<file path="src/rtl/extint_pkg.sv">
package extint_pkg;

  localparam int NUM_PINS  = 3;
  localparam int NUM_LEVEL = 2;   // pins below this index have the four-way sense code

  // sense codes for the four-way pins
  localparam logic [1:0] SENSE_LOW  = 2'b00;
  localparam logic [1:0] SENSE_ANY  = 2'b01;
  localparam logic [1:0] SENSE_FALL = 2'b10;
  localparam logic [1:0] SENSE_RISE = 2'b11;

  // enable register bit that gates a given pin
  function automatic int en_bit(input int pin);
    case (pin)
      0:       en_bit = 6;
      1:       en_bit = 7;
      default: en_bit = 5;
    endcase
  endfunction

endpackage

</file>
<file path="src/rtl/extint_sync.sv">
module extint_sync #(
  parameter int WIDTH  = 3,
  parameter int STAGES = 2
) (
  input  logic             clk_i,
  input  logic             rst_ni,
  input  logic [WIDTH-1:0] async_i,
  output logic [WIDTH-1:0] sync_o
);

  logic [STAGES-1:0] chain_q [WIDTH];
  logic [STAGES-1:0] chain_d [WIDTH];

  for (genvar b = 0; b < WIDTH; b++) begin : g_bit
    if (STAGES > 1) begin : g_multi
      always_comb chain_d[b] = {chain_q[b][STAGES-2:0], async_i[b]};
    end else begin : g_single
      always_comb chain_d[b] = async_i[b];
    end

    always_ff @(posedge clk_i or negedge rst_ni) begin
      if (!rst_ni) chain_q[b] <= '0;
      else         chain_q[b] <= chain_d[b];
    end

    assign sync_o[b] = chain_q[b][STAGES-1];
  end

endmodule

</file>
<file path="src/rtl/extint_detect.sv">
module extint_detect #(
  parameter bit LEVEL_OK = 1'b1
) (
  input  logic       clk_i,
  input  logic       rst_ni,
  input  logic       pin_s_i,    // synchronized pin
  input  logic [1:0] mode_i,
  input  logic       clr_i,      // acknowledge for this source
  output logic       pend_o
);
  import extint_pkg::*;

  logic prev_q, prev_d;
  logic flag_q, flag_d;
  logic level_mode;
  logic rise, fall, hit;

  always_comb begin
    level_mode = LEVEL_OK && (mode_i == SENSE_LOW);
    rise       = pin_s_i & ~prev_q;
    fall       = ~pin_s_i & prev_q;
    case (mode_i)
      SENSE_ANY:  hit = rise | fall;
      SENSE_FALL: hit = fall;
      SENSE_RISE: hit = rise;
      default:    hit = 1'b0;
    endcase
    prev_d = pin_s_i;
    if (level_mode)  flag_d = 1'b0;
    else if (hit)    flag_d = 1'b1;   // a fresh edge beats the acknowledge
    else if (clr_i)  flag_d = 1'b0;
    else             flag_d = flag_q;
  end

  always_ff @(posedge clk_i or negedge rst_ni) begin
    if (!rst_ni) begin
      prev_q <= 1'b0;
      flag_q <= 1'b0;
    end else begin
      prev_q <= prev_d;
      flag_q <= flag_d;
    end
  end

  assign pend_o = level_mode ? ~pin_s_i : flag_q;

endmodule

</file>
<file path="src/rtl/extint_prio.sv">
module extint_prio #(
  parameter int NUM      = 3,
  parameter int VEC_W    = 12,
  parameter int VEC_BASE = 2,
  parameter int VEC_STEP = 2
) (
  input  logic [NUM-1:0]   req_i,
  input  logic             ack_i,
  output logic             irq_o,
  output logic [VEC_W-1:0] vec_o,
  output logic [NUM-1:0]   clr_o
);

  localparam int IDX_W = (NUM > 1) ? $clog2(NUM) : 1;

  logic [IDX_W-1:0] idx;
  logic             found;

  always_comb begin
    idx   = '0;
    found = 1'b0;
    for (int k = NUM - 1; k >= 0; k--) begin
      if (req_i[k]) begin
        idx   = IDX_W'(k);
        found = 1'b1;
      end
    end
  end

  assign irq_o = found;
  assign vec_o = found ? VEC_W'(VEC_BASE + VEC_STEP * int'(idx)) : '0;

  for (genvar k = 0; k < NUM; k++) begin : g_clr
    assign clr_o[k] = ack_i & found & (idx == IDX_W'(k));
  end

endmodule

</file>
<file path="src/rtl/extint_ctrl.sv">
module extint_ctrl #(
  parameter int SYNC_STAGES = 2,
  parameter int VEC_W       = 12
) (
  input  logic             clk_i,
  input  logic             rst_ni,
  input  logic             reg_we_i,
  input  logic [7:0]       reg_wdata_i,
  output logic [7:0]       reg_rdata_o,
  input  logic [2:0]       pin_i,
  input  logic [1:0]       sense0_i,
  input  logic [1:0]       sense1_i,
  input  logic             sense2_i,
  input  logic             gie_i,
  input  logic             irq_ack_i,
  output logic             irq_o,
  output logic [VEC_W-1:0] irq_vec_o
);
  import extint_pkg::*;

  localparam int NP = NUM_PINS;

  logic [2:0]    en_q, en_d;          // {bit7, bit6, bit5}
  logic [NP-1:0] pin_s;
  logic [NP-1:0] pend;
  logic [NP-1:0] en_pin;
  logic [NP-1:0] req;
  logic [NP-1:0] clr;
  logic [1:0]    mode [NP];
  logic          unused_wdata;

  assign unused_wdata = ^reg_wdata_i[4:0];

  // enable register
  always_comb en_d = reg_we_i ? reg_wdata_i[7:5] : en_q;

  always_ff @(posedge clk_i or negedge rst_ni) begin
    if (!rst_ni) en_q <= '0;
    else         en_q <= en_d;
  end

  assign reg_rdata_o = {en_q, 5'b0};

  // per-pin sense selection
  assign mode[0] = sense0_i;
  assign mode[1] = sense1_i;
  assign mode[2] = {1'b1, sense2_i};   // only falling (10) or rising (11)

  extint_sync #(.WIDTH(NP), .STAGES(SYNC_STAGES)) u_sync (
    .clk_i   (clk_i),
    .rst_ni  (rst_ni),
    .async_i (pin_i),
    .sync_o  (pin_s)
  );

  for (genvar k = 0; k < NP; k++) begin : g_pin
    extint_detect #(.LEVEL_OK(k < NUM_LEVEL)) u_det (
      .clk_i   (clk_i),
      .rst_ni  (rst_ni),
      .pin_s_i (pin_s[k]),
      .mode_i  (mode[k]),
      .clr_i   (clr[k]),
      .pend_o  (pend[k])
    );
    assign en_pin[k] = reg_rdata_o[en_bit(k)];
    assign req[k]    = pend[k] & en_pin[k] & gie_i;
  end

  extint_prio #(.NUM(NP), .VEC_W(VEC_W), .VEC_BASE(2), .VEC_STEP(2)) u_prio (
    .req_i (req),
    .ack_i (irq_ack_i),
    .irq_o (irq_o),
    .vec_o (irq_vec_o),
    .clr_o (clr)
  );

endmodule

</file>
<file path="config.mk">
export PLATFORM = sky130hd
export DESIGN_NAME = extint_ctrl
export DESIGN_NICKNAME = d
export VERILOG_FILES = /design/src/rtl/extint_pkg.sv /design/src/rtl/extint_sync.sv /design/src/rtl/extint_detect.sv /design/src/rtl/extint_prio.sv /design/src/rtl/extint_ctrl.sv
export SDC_FILE = /design/constraint.sdc
export NUM_CORES = 1
export LEC_CHECK = 0
export BUFFER_PORTS_ARGS = -buffer_cell sky130_fd_sc_hd__buf_2
export CAP_MARGIN = 20
export CORE_MARGIN = 1
export CORE_UTILIZATION = 48
export DETAILED_ROUTE_END_ITERATION = 8
export PLACE_DENSITY = 0.83
export SLEW_MARGIN = 20
export SYNTH_ARGS = -nofsm -noshare
export SYNTH_HDL_FRONTEND = slang
export SYNTH_SLANG_ARGS = --single-unit
</file>
<file path="constraint.sdc">
create_clock -name clk_i -period 3.6 [get_ports clk_i]
set_clock_uncertainty 0.2 [all_clocks]
set_input_delay 0.36 -clock clk_i [delete_from_list [all_inputs] [get_ports clk_i]]
set_output_delay 0.36 -clock clk_i [all_outputs]
set_load 0.005 [all_outputs]
</file>
# Word-level counts from Yosys, hierarchy flattened

Index checks and enable logic that the tools add are counted.

Register bits after elaboration: 15
Input port bits: 21
Output and inout port bits: 21
Logic and storage cells: 70

$add $sub $neg: 1
Eq/ne operators: 8
Muxes and demuxes: 20
Bitwise logic cells: 25
Reductions and logical operators: 6

Operators by type and width:

| kind                                                                  | count |
|---|---|
| 1-bit bitwise AND                                                     | 16 |
| 1-bit 2-to-1 mux                                                      | 13 |
| 12-bit 2-to-1 mux                                                     | 1 |
| 2-bit equality test, second input constant                            | 5 |
| 1-bit inverter                                                        | 7 |
| 2-bit by 1-bit equality test with 1-bit output, second input constant | 3 |
| 2-bit zero test                                                       | 3 |
| 2-bit 2-to-1 mux                                                      | 3 |
| 1-bit case mux with 3 select lines                                    | 2 |
| 3-bit nonzero test                                                    | 2 |
| 2-bit by 3-bit adder with 4-bit output, first input constant          | 1 |
| 1-bit OR                                                              | 2 |
| 1-bit case mux with 2 select lines                                    | 1 |
| 2-bit nonzero test                                                    | 1 |

# Logic depth before layout (Yosys ltp)

Gate-level depths: netlist of run 1.

Depth in word-level cells: 11
Depth in mapped cells: 8
Depth with buffers taken out: 8

# Modules after synthesis

From an unflattened synthesis of run 1, not the netlist that was laid out.

Cell total of the unflattened synthesis: 87
Area total of the unflattened synthesis: 870.8 um^2

Modules (own cells, without submodules):

| module                             | times used | cells an instance | area an instance (um^2) | sequential area each (um^2) |
|---|---|---|---|---|
| extint_detect (g_pin[0].u_det ...) | 2          | 15                | 140.1                   | 50.0 |
| extint_ctrl                        | 1          | 16                | 172.7                   | 75.1 |
| extint_prio                        | 1          | 23                | 155.1                   | 0.0 |
| extint_sync                        | 1          | 6                 | 150.1                   | 150.1 |
| extint_detect (g_pin[2].u_det)     | 1          | 12                | 112.6                   | 50.0 |

# Worst setup path after synthesis of run 1

No wires, ideal clock.

Kind: register to output
From: register u_sync.chain_q (netlist bit u_sync.sync_o[1])
To: output irq_vec_o[2]
Arrival time: 1629 ps
Data required time: 3040 ps
Slack: 1411 ps
Stages on the path, launching flop included: 7
Buffers on the path: 0
Path through: dfrtp_1 or3_1 a21o_2 nor2b_2 inv_1 ha_1 a31oi_1

Longest elaborated chain between the ends: 8
Elaborated cells on any way between the ends: 10
Classes of those cells: 1 x add/sub; 6 x mux; 3 x bitwise

Ends and longest elaborated chain:

| item                                   | line                | source |
|---|---|---|
| from (decl)                            | extint_sync.sv:11   | `logic [STAGES-1:0] chain_q [WIDTH];` |
| from (signal, indexed assignment)      | extint_sync.sv:23   | `else chain_q[b] <= chain_d[b];` |
| 1-bit inverter (*)                     | extint_detect.sv:45 | `assign pend_o = level_mode ? ~pin_s_i : flag_q;` |
| 1-bit 2-to-1 mux (*)                   | extint_detect.sv:45 |  |
| 1-bit bitwise AND (*) (2 in series)    | extint_ctrl.sv:66   | `assign req[k] = pend[k] & en_pin[k] & gie_i;` |
| 2-bit 2-to-1 mux (2 in series)         | extint_prio.sv:23   | `if (req_i[k]) begin` |
| 2-bit by 3-bit adder with 4-bit output | extint_prio.sv:31   | `assign vec_o = found ? VEC_W'(VEC_BASE + VEC_STEP * int'(idx)) : '0;` |
| 12-bit 2-to-1 mux (*)                  | extint_prio.sv:31   |  |
| to (decl)                              | extint_ctrl.sv:17   | `output logic [VEC_W-1:0] irq_vec_o` |

Mark *: on every way between the ends. The rest lies on a longest branch, timed or not.

# Final worst setup path of run 1

Ends and elaborated chain as after synthesis.

==> metrics.md, run 1 <==
| Metric | Value |
|---|---|
| Most frequent cells in the layout | `buf_2 (22), dfrtp_1 (15), conb_1 (14)` |
| Critical path data required time | `3.04 ns` |
| Critical Path Source Type | `flop` |
| Clock Latency Late Sink | `0.29 ns` |
| RR Startpoint | `u_sync.sync_o[1]` |
| Hold path startpoint | `reg_wdata_i[7]` |
| Gr usage total | `0.162` |
| CTS max path bufs | `2` |
| RR Endpoint | `g_pin[2].u_det.pend_o` |
| Sequential element share of the synthesized area | `0.441` |
| Period Utilization, post-route | `0.747` |
| Clock network fraction of total power | `0.277` |
| Net Sw Frac | `0.285` |
| R2R cell count | `8` |
| Crit path max-delay family | `simple AND/OR/NAND/NOR gates` |
| Layout cells sized above 1 | `0.287` |
| Clk sink count | `15` |
| Crit-path max FO | `8` |
| Die X | `44.1 um` |
| Max incr delay on CP | `approximately 0.42 ns` |
| Internal power | `0.000259 W` |
| Slowest CP cell | `dfrtp_1` |
| WHS Path Cells | `2` |
| Commonest non-fill, non-tap cell in the layout | `buf_2` |
| Clock Tree Root | `clkbuf_4` |
| Initial Util | `0.540` |
| Vias/cell | `4.80` |
| GRT Residual Overflow | `0` |
| # IOs | `42` |
| Final nets | `145` |
| Hold WC Path Type | `in2reg` |
| GP Congestion | `0.749` |
| Dpl hpwl | `1.07 mm` |
| Final core utilization | `0.632` |
| Number of H-tree levels | `1` |
| First-pass GRT wire length | `approximately 2.2 mm` |
| Max Cap Viol | `0` |
| Status | `finished with violations` |
| Iteration-0 DRC Markers | `19` |
| RSZ-0062 raised after global routing | `no` |
| Failing checks | `design-rule violations` |
| Full die area | `1950 um2` |
| WP data arrival | `about 2.1 ns` |
| Largest net degree at the start of global routing | `16` |
| Peak VDD IR | `0.323 mV` |
| Clk slew on worst S/H paths | `0.10 ns` |
| Yosys top cell by area | `dfrtp_1` |
| Drt wl/cell | `10.0 um` |
| Ys Warns | `0` |
| Buf/Inv on CP | `2` |
| Hold EP | `en_q[2]` |
| Max Fclk | `between 300 and 400 MHz` |
| Area contributors post-synth | `dfrtp_1 (44%), buf_4 (12%), ha_1 (12%)` |
| Remaining DRCs | `1` |
| Synth Cell Area | `~850 um2` |
| Final setup TNS | `0 ns` |
| Ant diodes | `0` |
| Synth top area share | `0.441` |
| Leakage power | `0.536 nW` |
| Endpoint type of the worst setup path | `primary output` |
| Port bufs | `22` |
| Final WL | `1.31 mm` |
| Synthesized instance count | `86` |
| Psw | `0.000103 W` |
| CP cell instances | `or3_1 > a21o_2 > nor2b_2 > inv_1 > ha_1 > a31oi_1 > buf_2` |
| Antenna violation net count after detailed routing | `0` |
| Flops & latches, synth | `15` |
| Period minus WS final | `2.69 ns` |
| Detailed-route via count | `around 630` |
| Share of total power in sequential cells | `0.524` |
| Area delta synth->final | `16.9%` |
| Final Hold Viols | `0` |
| CTS Buf Count | `3` |
| Max Slew Vio Count | `0` |
| FP Rows | `14` |
| Initial antenna violation count | `0` |
| Critical setup path kind | `reg2out` |
| Final setup vio count | `0` |
| Die height | `about 44 um` |
| # resized after CTS | `0` |
| Mean post-synth cell area | `roughly 9.9 um2` |
| Detailed Routing Iterations Pass 1 | `8` |
| CTS tree | `done` |
| R2R Setup Slk | `roughly 1.6 ns` |
| Placeable Area | `1580 um2` |
| Comb pwr share | `0.199` |
| Power Density | `363 nW/um2` |
| Vias in the first global route | `roughly 550` |
| Library cells used by synthesis | `21` |
==> what timing repair did <==
action                    CTS  global route
buffers inserted            0             0
hold endpoints to repair   18             0
hold buffers                4             0
==> metrics by stage <==
| step | total power [W] | hold slack, ns | worst slack [ns] | instance area [um2] | cells |
|---|---|---|---|---|---|
| after global routing | 0.000385 | 0.0892 | 0.767 | 996 | 131 |
| after floorplan | 0.000243 | -0.136 | 1.41 | 901 | 99 |
| after global placement | 0.000258 | 0.0705 | 1.20 | 926 | 123 |
| after detailed placement | 0.000262 | 0.0743 | 1.17 | 926 | 123 |
| final | 0.000361 | 0.102 | 0.910 | 996 | 131 |
| after CTS | 0.000366 | 0.0970 | 0.887 | 996 | 131 |
==> synth_stat cells (all sizes together) <==
cell type	instances
a21o	2
a21oi	3
a31oi	4
and2	1
buf	14
conb	1
dfrtp	15
ha	8
inv	8
mux2	4
mux2i	1
nand2	8
nand3	2
nor2	4
nor2b	1
nor3b	1
o21ai	6
or2	1
or3	2
==> power groups by stage <==
| stage | logic, W | clock network, W | registers (W) |
|---|---|---|---|
| after floorplan | 0.0000512 | 0 | 0.000192 |
| after global placement | 0.0000654 | 0 | 0.000192 |
| after detailed placement | 0.0000691 | 0 | 0.000193 |
| after CTS | 0.0000727 | 0.000103 | 0.000190 |
| after global routing | 0.0000828 | 0.000110 | 0.000192 |
| final | 0.0000718 | 0.000100 | 0.000190 |
==> per-layer routing <==
layer | up-vias | track usage | part of all wire | wire length (um)
met3 | 3 | 0.0367 | 0.063 | 82
li1 | 312 | - | - | -
met2 | 33 | 0.288 | 0.51 | 673
met5 | - | 0 | 0 | 0
met4 | 0 | 0.0909 | 0.017 | 22
met1 | 281 | 0.176 | 0.41 | 533
==> worst max-delay path by stage <==
stage                      from           end  slack, ns  cells after the start
6_report       u_sync.sync_o[1]  irq_vec_o[2]       0.91                      7
5_1_grt        u_sync.sync_o[1]  irq_vec_o[2]       0.77                      7
4_1_cts        u_sync.sync_o[1]  irq_vec_o[2]       0.89                      7
3_5_place_dp        sense1_i[0]  irq_vec_o[2]       1.17                      8
3_3_place_gp        sense1_i[0]  irq_vec_o[2]       1.20                      8
2_1_floorplan  u_sync.sync_o[1]  irq_vec_o[2]       1.41                      6
==> layout make-up <==
cell class	count	area (um2)
clock inverters	1	7.51
fillers	130	581
well taps	16	20.0
repair buffers	26	150
multi-input cells	62	390
flip-flops and latches	15	375
clock buffers	3	22.5
inverters	8	30.0
==> logic make-up after synthesis <==
family | Yosys count | synth area share
AO/OA/AOI/OAI | 15 | 0.101
adder cells (fa/ha/maj) | 8 | 0.117
buffers and inverters | 22 | 0.159
flip-flops | 15 | 0.441
multiplexers | 5 | 0.0646
other | 1 | 0.00440
AND/OR/NAND/NOR | 20 | 0.113
==> worst register-to-register path, cell delays in order (launching register included) <==
cell and delay, ns:
dfrtp_1 0.42, or3_1 0.38, a21o_2 0.28, nor2b_2 0.18, inv_1 0.08, ha_1 0.18
nand2_1 0.06, a31oi_1 0.04, o21ai_1 0.13
==> state kept, by name, indices dropped and copies added, names as in the netlist <==
name and count:
g_pin.u_det.prev_q 3, en_q 3, g_pin.u_det.flag_q 2, u_sync.sync_o 3
u_sync.chain_d 3, g_pin.u_det.pend_o 1
No activity file was read; power rests on OpenSTA's default activity.
==> run 2: changes to the inputs <==
- CORE_UTILIZATION: 48 -> 44
- PLACE_DENSITY: 0.83 -> 0.77
- clock period: 3.6 -> 2.65 ns (I/O delays scaled with it)
==> run 2 against run 1 <==
Against the previous run:
- wire length fell by 1.2%
- register-to-register slack got worse by 0.94 ns
- cell area rose by 1.9%
- clock power rose by 24%
- the run now ends clean
- largest cell class unchanged
- via count fell by 1.1%
==> metrics.md, run 2 (synthesis results as in run 1) <==
| Metric | Value |
|---|---|
| Psw | `roughly 0.00013 W` |
| Final nets | `145` |
| Area after DPL | `roughly 940 um2` |
| Port bufs | `22` |
| Clk sink count | `15` |
| Status | `finished, final reports clean` |
| Setup slack at placement | `0.340 ns` |
| Detailed Routing Iterations Pass 1 | `4` |
| Antenna violation net count after detailed routing | `0` |
| Clk slew on worst S/H paths | `around 0.09 ns` |
| Leakage power | `0.545 nW` |
| Most frequent cells in the layout | `buf_2 (22), dfrtp_1 (15), conb_1 (14)` |
| Setup bufs post-CTS | `0` |
| Critical Path Source Type | `flop` |
| First-pass GRT wire length | `2.04 mm` |
| Full die area | `2120 um2` |
| Net Sw Frac | `0.266` |
| Iteration-0 DRC Markers | `3` |
| Gr usage total | `0.134` |
| Initial antenna violation count | `0` |
| Worst setup margin | `0.0903 ns` |
| Ant diodes | `0` |
| Period Utilization, post-route | `0.966` |
| FP Rows | `15` |
| Endpoint type of the worst setup path | `primary output` |
| Largest net degree at the start of global routing | `16` |
| Clock Tree Root | `clkbuf_4` |
| Area delta synth->final | `19.1%` |
| Initial Util | `0.483` |
| Final Hold Viols | `0` |
| Post-route cell area | `1010 um2` |
| Comb pwr share | `0.209` |
| Placeable Area | `1760 um2` |
| Fill cells | `151` |
| Vias in the first global route | `542` |
| WP data arrival | `around 2.1 ns` |
| Max Fclk | `391 MHz` |
| FF+latch area | `375 um2` |
| Vias/cell | `around 4.4` |
| Power Density | `475 nW/um2` |
| Max Slew Vio Count | `0` |
| GP Congestion | `roughly 0.71` |
| Layout cells sized above 1 | `0.278` |
| # IOs | `42` |
| Clock network fraction of total power | `0.257` |
| Die height | `46.0 um` |
| Multi-input logic area | `402 um2` |
| CTS Buf Count | `3` |
| Max Cap Viol | `0` |
| Drt wl/cell | `9.25 um` |
| Critical setup path kind | `reg2out` |
| Peak VDD IR | `0.299 mV` |
| Final WL | `1.30 mm` |
| Internal power | `between 0.0003 and 0.0004 W` |
| Remaining DRCs | `0` |
| GRT Residual Overflow | `0` |
| Hold WC Path Type | `in2reg` |
| Die X | `46.0 um` |
| Final setup TNS | `0 ns` |
| CTS max path bufs | `2` |
| Final setup vio count | `0` |
| Commonest non-fill, non-tap cell in the layout | `buf_2` |
| Critical path data required time | `between 2 and 2.5 ns` |
| Detailed-route via count | `just over 600` |
| Clock Latency Late Sink | `~0.26 ns` |
| Crit-path max FO | `8` |
| Period minus WS final | `2.56 ns` |
| Number of H-tree levels | `1` |
| Share of total power in sequential cells | `0.535` |
| Dpl hpwl | `1.05 mm` |
| CTS tree | `done` |
run 2: changes by cell type in the layout (fill, tap and decap cells not counted), sizes merged:
cell | before | now
clkinvlp | 1 | 0
clkbuf | 3 | 4
run 2: power groups by stage:
stage / clock, W / sequential (W) / combinational, W
after floorplan: 0 / 0.000260 / 0.0000696
after CTS: 0.000126 / 0.000258 / 0.0000985
after global routing: 0.000142 / 0.000260 / 0.000115
final: 0.000124 / 0.000257 / 0.000101
after detailed placement: 0 / 0.000263 / 0.0000936
after global placement: 0 / 0.000261 / 0.0000892
run 2: what timing repair did:
item | 4_1_cts | 5_1_grt
resized for setup | 0 | 2
hold endpoints to repair | 18 | 0
endpoints found under the setup margin | 0 | 1
hold buffers | 4 | 0
run 2: path summary, 6_finish.rpt:
check	from	end	slack, ns	depth (start not counted)
max	u_sync.sync_o[1]	irq_vec_o[2]	0.09	7
max in group asynchronous	rst_ni	g_pin[2].u_det.prev_q	1.80	2
min reg2reg	u_sync.chain_d[5]	u_sync.sync_o[0]	0.15	0
min in group asynchronous	rst_ni	g_pin[1].u_det.flag_q	0.21	2
min	reg_wdata_i[5]	en_q[0]	0.02	2
max reg2reg	u_sync.sync_o[1]	g_pin[1].u_det.flag_q	0.64	8
run 2: area by class of cell:
| cell class | instances | area share |
|---|---|---|
| repair buffers | 26 | 0.148 |
| well taps | 25 | 0.0308 |
| clock buffers | 4 | 0.0259 |
| flip-flops and latches | 15 | 0.370 |
| inverters | 8 | 0.0296 |
| multi-input cells | 62 | 0.396 |
run 2: critical path, stage by stage, from the launching register on:
cell,delay [ns]
dfrtp_1,0.41
or3_1,0.40
a21o_4,0.26
nor2b_4,0.13
inv_1,0.07
ha_1,0.26
a31oi_1,0.15
buf_2,0.14
run 2: routing by layer:
metal | global-route usage | part of all wire | vias to the layer above
li1 | - | - | 314
met1 | 0.172 | 0.47 | 277
met2 | 0.231 | 0.47 | 31
met3 | 0.0357 | 0.058 | 0
met4 | 0.0176 | 0 | 0
met5 | 0 | 0 | -
run 2: per-stage QoR:
step | total power, W | hold slack [ns] | utilization | std cells
finish | 0.000482 | 0.0184 | 0.575 | 140
global route | 0.000517 | 0.00877 | 0.575 | 140
CTS | 0.000483 | 0.0159 | 0.569 | 140
detailed placement | 0.000356 | -0.0151 | 0.531 | 132
global placement | 0.000350 | -0.0262 | 0.531 | 132
floorplan | 0.000330 | -0.231 | - | 99
==> run 3: changes to the inputs <==
--- a/config.mk
+++ b/config.mk
@@ -9,7 +9,7 @@
 export CAP_MARGIN = 20
 export CORE_MARGIN = 1
-export CORE_UTILIZATION = 44
+export CORE_UTILIZATION = 48
 export DETAILED_ROUTE_END_ITERATION = 8
-export PLACE_DENSITY = 0.77
+export PLACE_DENSITY = 0.83
 export SLEW_MARGIN = 20
 export SYNTH_ARGS = -nofsm -noshare
==> constraint.sdc (replaced) <==
create_clock -name clk_i -period 3.3 [get_ports clk_i]
set_clock_uncertainty 0.2 [all_clocks]
set_input_delay 0.66 -clock clk_i [delete_from_list [all_inputs] [get_ports clk_i]]
set_output_delay 0.66 -clock clk_i [all_outputs]
set_load 0.005 [all_outputs]
==> run 3 against run 2 <==
Against the previous run:
- critical path depth grew 1
- cell area decreased by 5.8%
- wire length increased by 1.4%
- first-iteration DRC count grew to 4.7 times the previous value
- die area decreased by 8.0%
- hold slack better by 0.039 ns
- total power shrank 19%
- count of clock-buffer cells in the layout fell by 1
- via count increased by 1.4%
- largest power group unchanged
- critical path type is now in2out
- register-to-register slack improved by 0.59 ns
- core utilization rose by 3.1 points
==> metrics.md, run 3 (synthesis results as in run 1) <==
| Metric | Value |
|---|---|
| Max Slew Vio Count | `0` |
| Gr usage total | `0.158` |
| Drt wl/cell | `around 10 um` |
| Critical path data required time | `~2.4 ns` |
| CP cell instances | `buf_2 > or3_1 > a21o_2 > nor2b_2 > inv_1 > ha_1 > a31oi_1 > buf_2` |
| Placeable Area | `1580 um2` |
| Area delta synth->final | `12.2%` |
| Final WL | `1.31 mm` |
| Dpl hpwl | `about 1.1 mm` |
| Final setup vio count | `0` |
| Iteration-0 DRC Markers | `14` |
| Vias/cell | `4.97` |
| Period Utilization, post-route | `0.927` |
| R2R cell count | `8` |
| Remaining DRCs | `0` |
| Port bufs | `22` |
| Post-route cell area | `956 um2` |
| FP Rows | `14` |
| Full die area | `1950 um2` |
| Antenna violation net count after detailed routing | `0` |
| Detailed-route via count | `roughly 630` |
| CTS Buf Count | `3` |
| Clock Tree Root | `clkbuf_4` |
| Most frequent cells in the layout | `buf_2 (22), dfrtp_1 (15), conb_1 (14)` |
| Power Density | `407 nW/um2` |
| Clk slew on worst S/H paths | `0.09 ns` |
| First-pass GRT wire length | `roughly 2.2 mm` |
| RR Endpoint | `g_pin[2].u_det.pend_o` |
| Total power | `0.000389 W` |
| Area after DPL | `926 um2` |
| RSZ-0062 raised after global routing | `no` |
| Initial Util | `0.540` |
| Post-CTS Hold Fix Bufs | `0` |
| GP Congestion | `0.749` |
| Vias in the first global route | `571` |
| # resized after CTS | `0` |
| # IOs | `42` |
| Final Hold Viols | `0` |
| CTS tree | `done` |
| Die X | `44.1 um` |
| Hold WC Path Type | `in2async` |
| Period minus WS final | `3.06 ns` |
| Leakage power | `around 0.52 nW` |
| Layout cells sized above 1 | `0.297` |
| RR Startpoint | `u_sync.sync_o[1]` |
| GRT Residual Overflow | `0` |
| Final nets | `141` |
| Status | `finished, final reports clean` |
| Slowest CP cell | `or3_1` |
| Cell mode on critical path | `buf_2` |
| Crit-path max FO | `8` |
| Number of H-tree levels | `1` |
| Final setup TNS | `0 ns` |
| Die height | `44.1 um` |
| Final hold slack | `0.0578 ns` |
| Largest net degree at the start of global routing | `16` |
| WP data arrival | `2.20 ns` |
| Fill cells | `between 100 and 150` |
| CTS max path bufs | `2` |
| Setup bufs post-CTS | `0` |
| Detailed Routing Iterations Pass 1 | `5` |
| Peak VDD IR | `0.315 mV` |
| Max Cap Viol | `0` |
| R2R Setup Slk | `roughly 1.2 ns` |
| Clock Latency Late Sink | `0.28 ns` |
| Max incr delay on CP | `0.35 ns` |
| Max Fclk | `327 MHz` |
| Commonest non-fill, non-tap cell in the layout | `buf_2` |
| Endpoint type of the worst setup path | `primary output` |
| Ant diodes | `0` |
| Critical Path Source Type | `input pin` |
| Clk sink count | `15` |
| Critical setup path kind | `in2out` |
| Initial antenna violation count | `0` |
[run 3: changes by cell type in the layout (fill, tap and decap cells not counted), sizes merged]
cell,before,now
clkbuf,4,3
clkinvlp,0,1
dlygate4sd3,4,0
[run 3: metal layers]
layer | track usage | vias to the layer above | routed length, um
met1 | 0.166 | 290 | 537
met5 | 0 | - | 0
met4 | 0.0727 | 0 | 14
met3 | 0.0245 | 3 | 76
met2 | 0.303 | 33 | 684
li1 | - | 305 | -
[run 3: worst max-delay path, delay by kind of cell]
| kind | cells | cell delay (ns) |
|---|---|---|
| adder cells (fa/ha/maj) | 1 | 0.27 |
| AND/OR/NAND/NOR | 2 | 0.53 |
| AO/OA/AOI/OAI | 2 | 0.41 |
| buffers and inverters | 3 | 0.33 |
[run 3: report_power, final]
group          switching, W  internal (W)
clock network     0.0000604     0.0000460
logic             0.0000418     0.0000339
registers        0.00000741      0.000199
[run 3: worst max-delay path by stage]
| stage | start | end | slack [ns] | depth (start not counted) |
|---|---|---|---|---|
| floorplan | sense1_i[0] | irq_vec_o[2] | 0.56 | 6 |
| global placement | sense1_i[0] | irq_vec_o[2] | 0.30 | 8 |
| detailed placement | sense1_i[0] | irq_vec_o[2] | 0.26 | 8 |
| CTS | sense1_i[0] | irq_vec_o[2] | 0.25 | 8 |
| global route | sense0_i[1] | irq_vec_o[2] | 0.12 | 8 |
| finish | sense1_i[0] | irq_vec_o[2] | 0.24 | 8 |
[run 3: final cells by class]
| class | instances | area [um2] | share of cell area |
|---|---|---|---|
| Multi-Input combinational cell | 62 | 390 | 0.408 |
| Sequential cell | 15 | 375 | 0.393 |
| Timing Repair Buffer | 22 | 110 | 0.115 |
| Inverter | 8 | 30.0 | 0.0314 |
| Clock buffer | 3 | 22.5 | 0.0236 |
| Tap cell | 16 | 20.0 | 0.0209 |
| Clock inverter | 1 | 7.51 | 0.00785 |
[run 3: stage by stage]
stage / cells / worst slack (ns) / util
after floorplan: 99 / 0.559 / -
after global placement: 123 / 0.304 / 0.587
after detailed placement: 123 / 0.258 / 0.587
after CTS: 127 / 0.253 / 0.606
after global routing: 127 / 0.117 / 0.606
final: 127 / 0.242 / 0.606
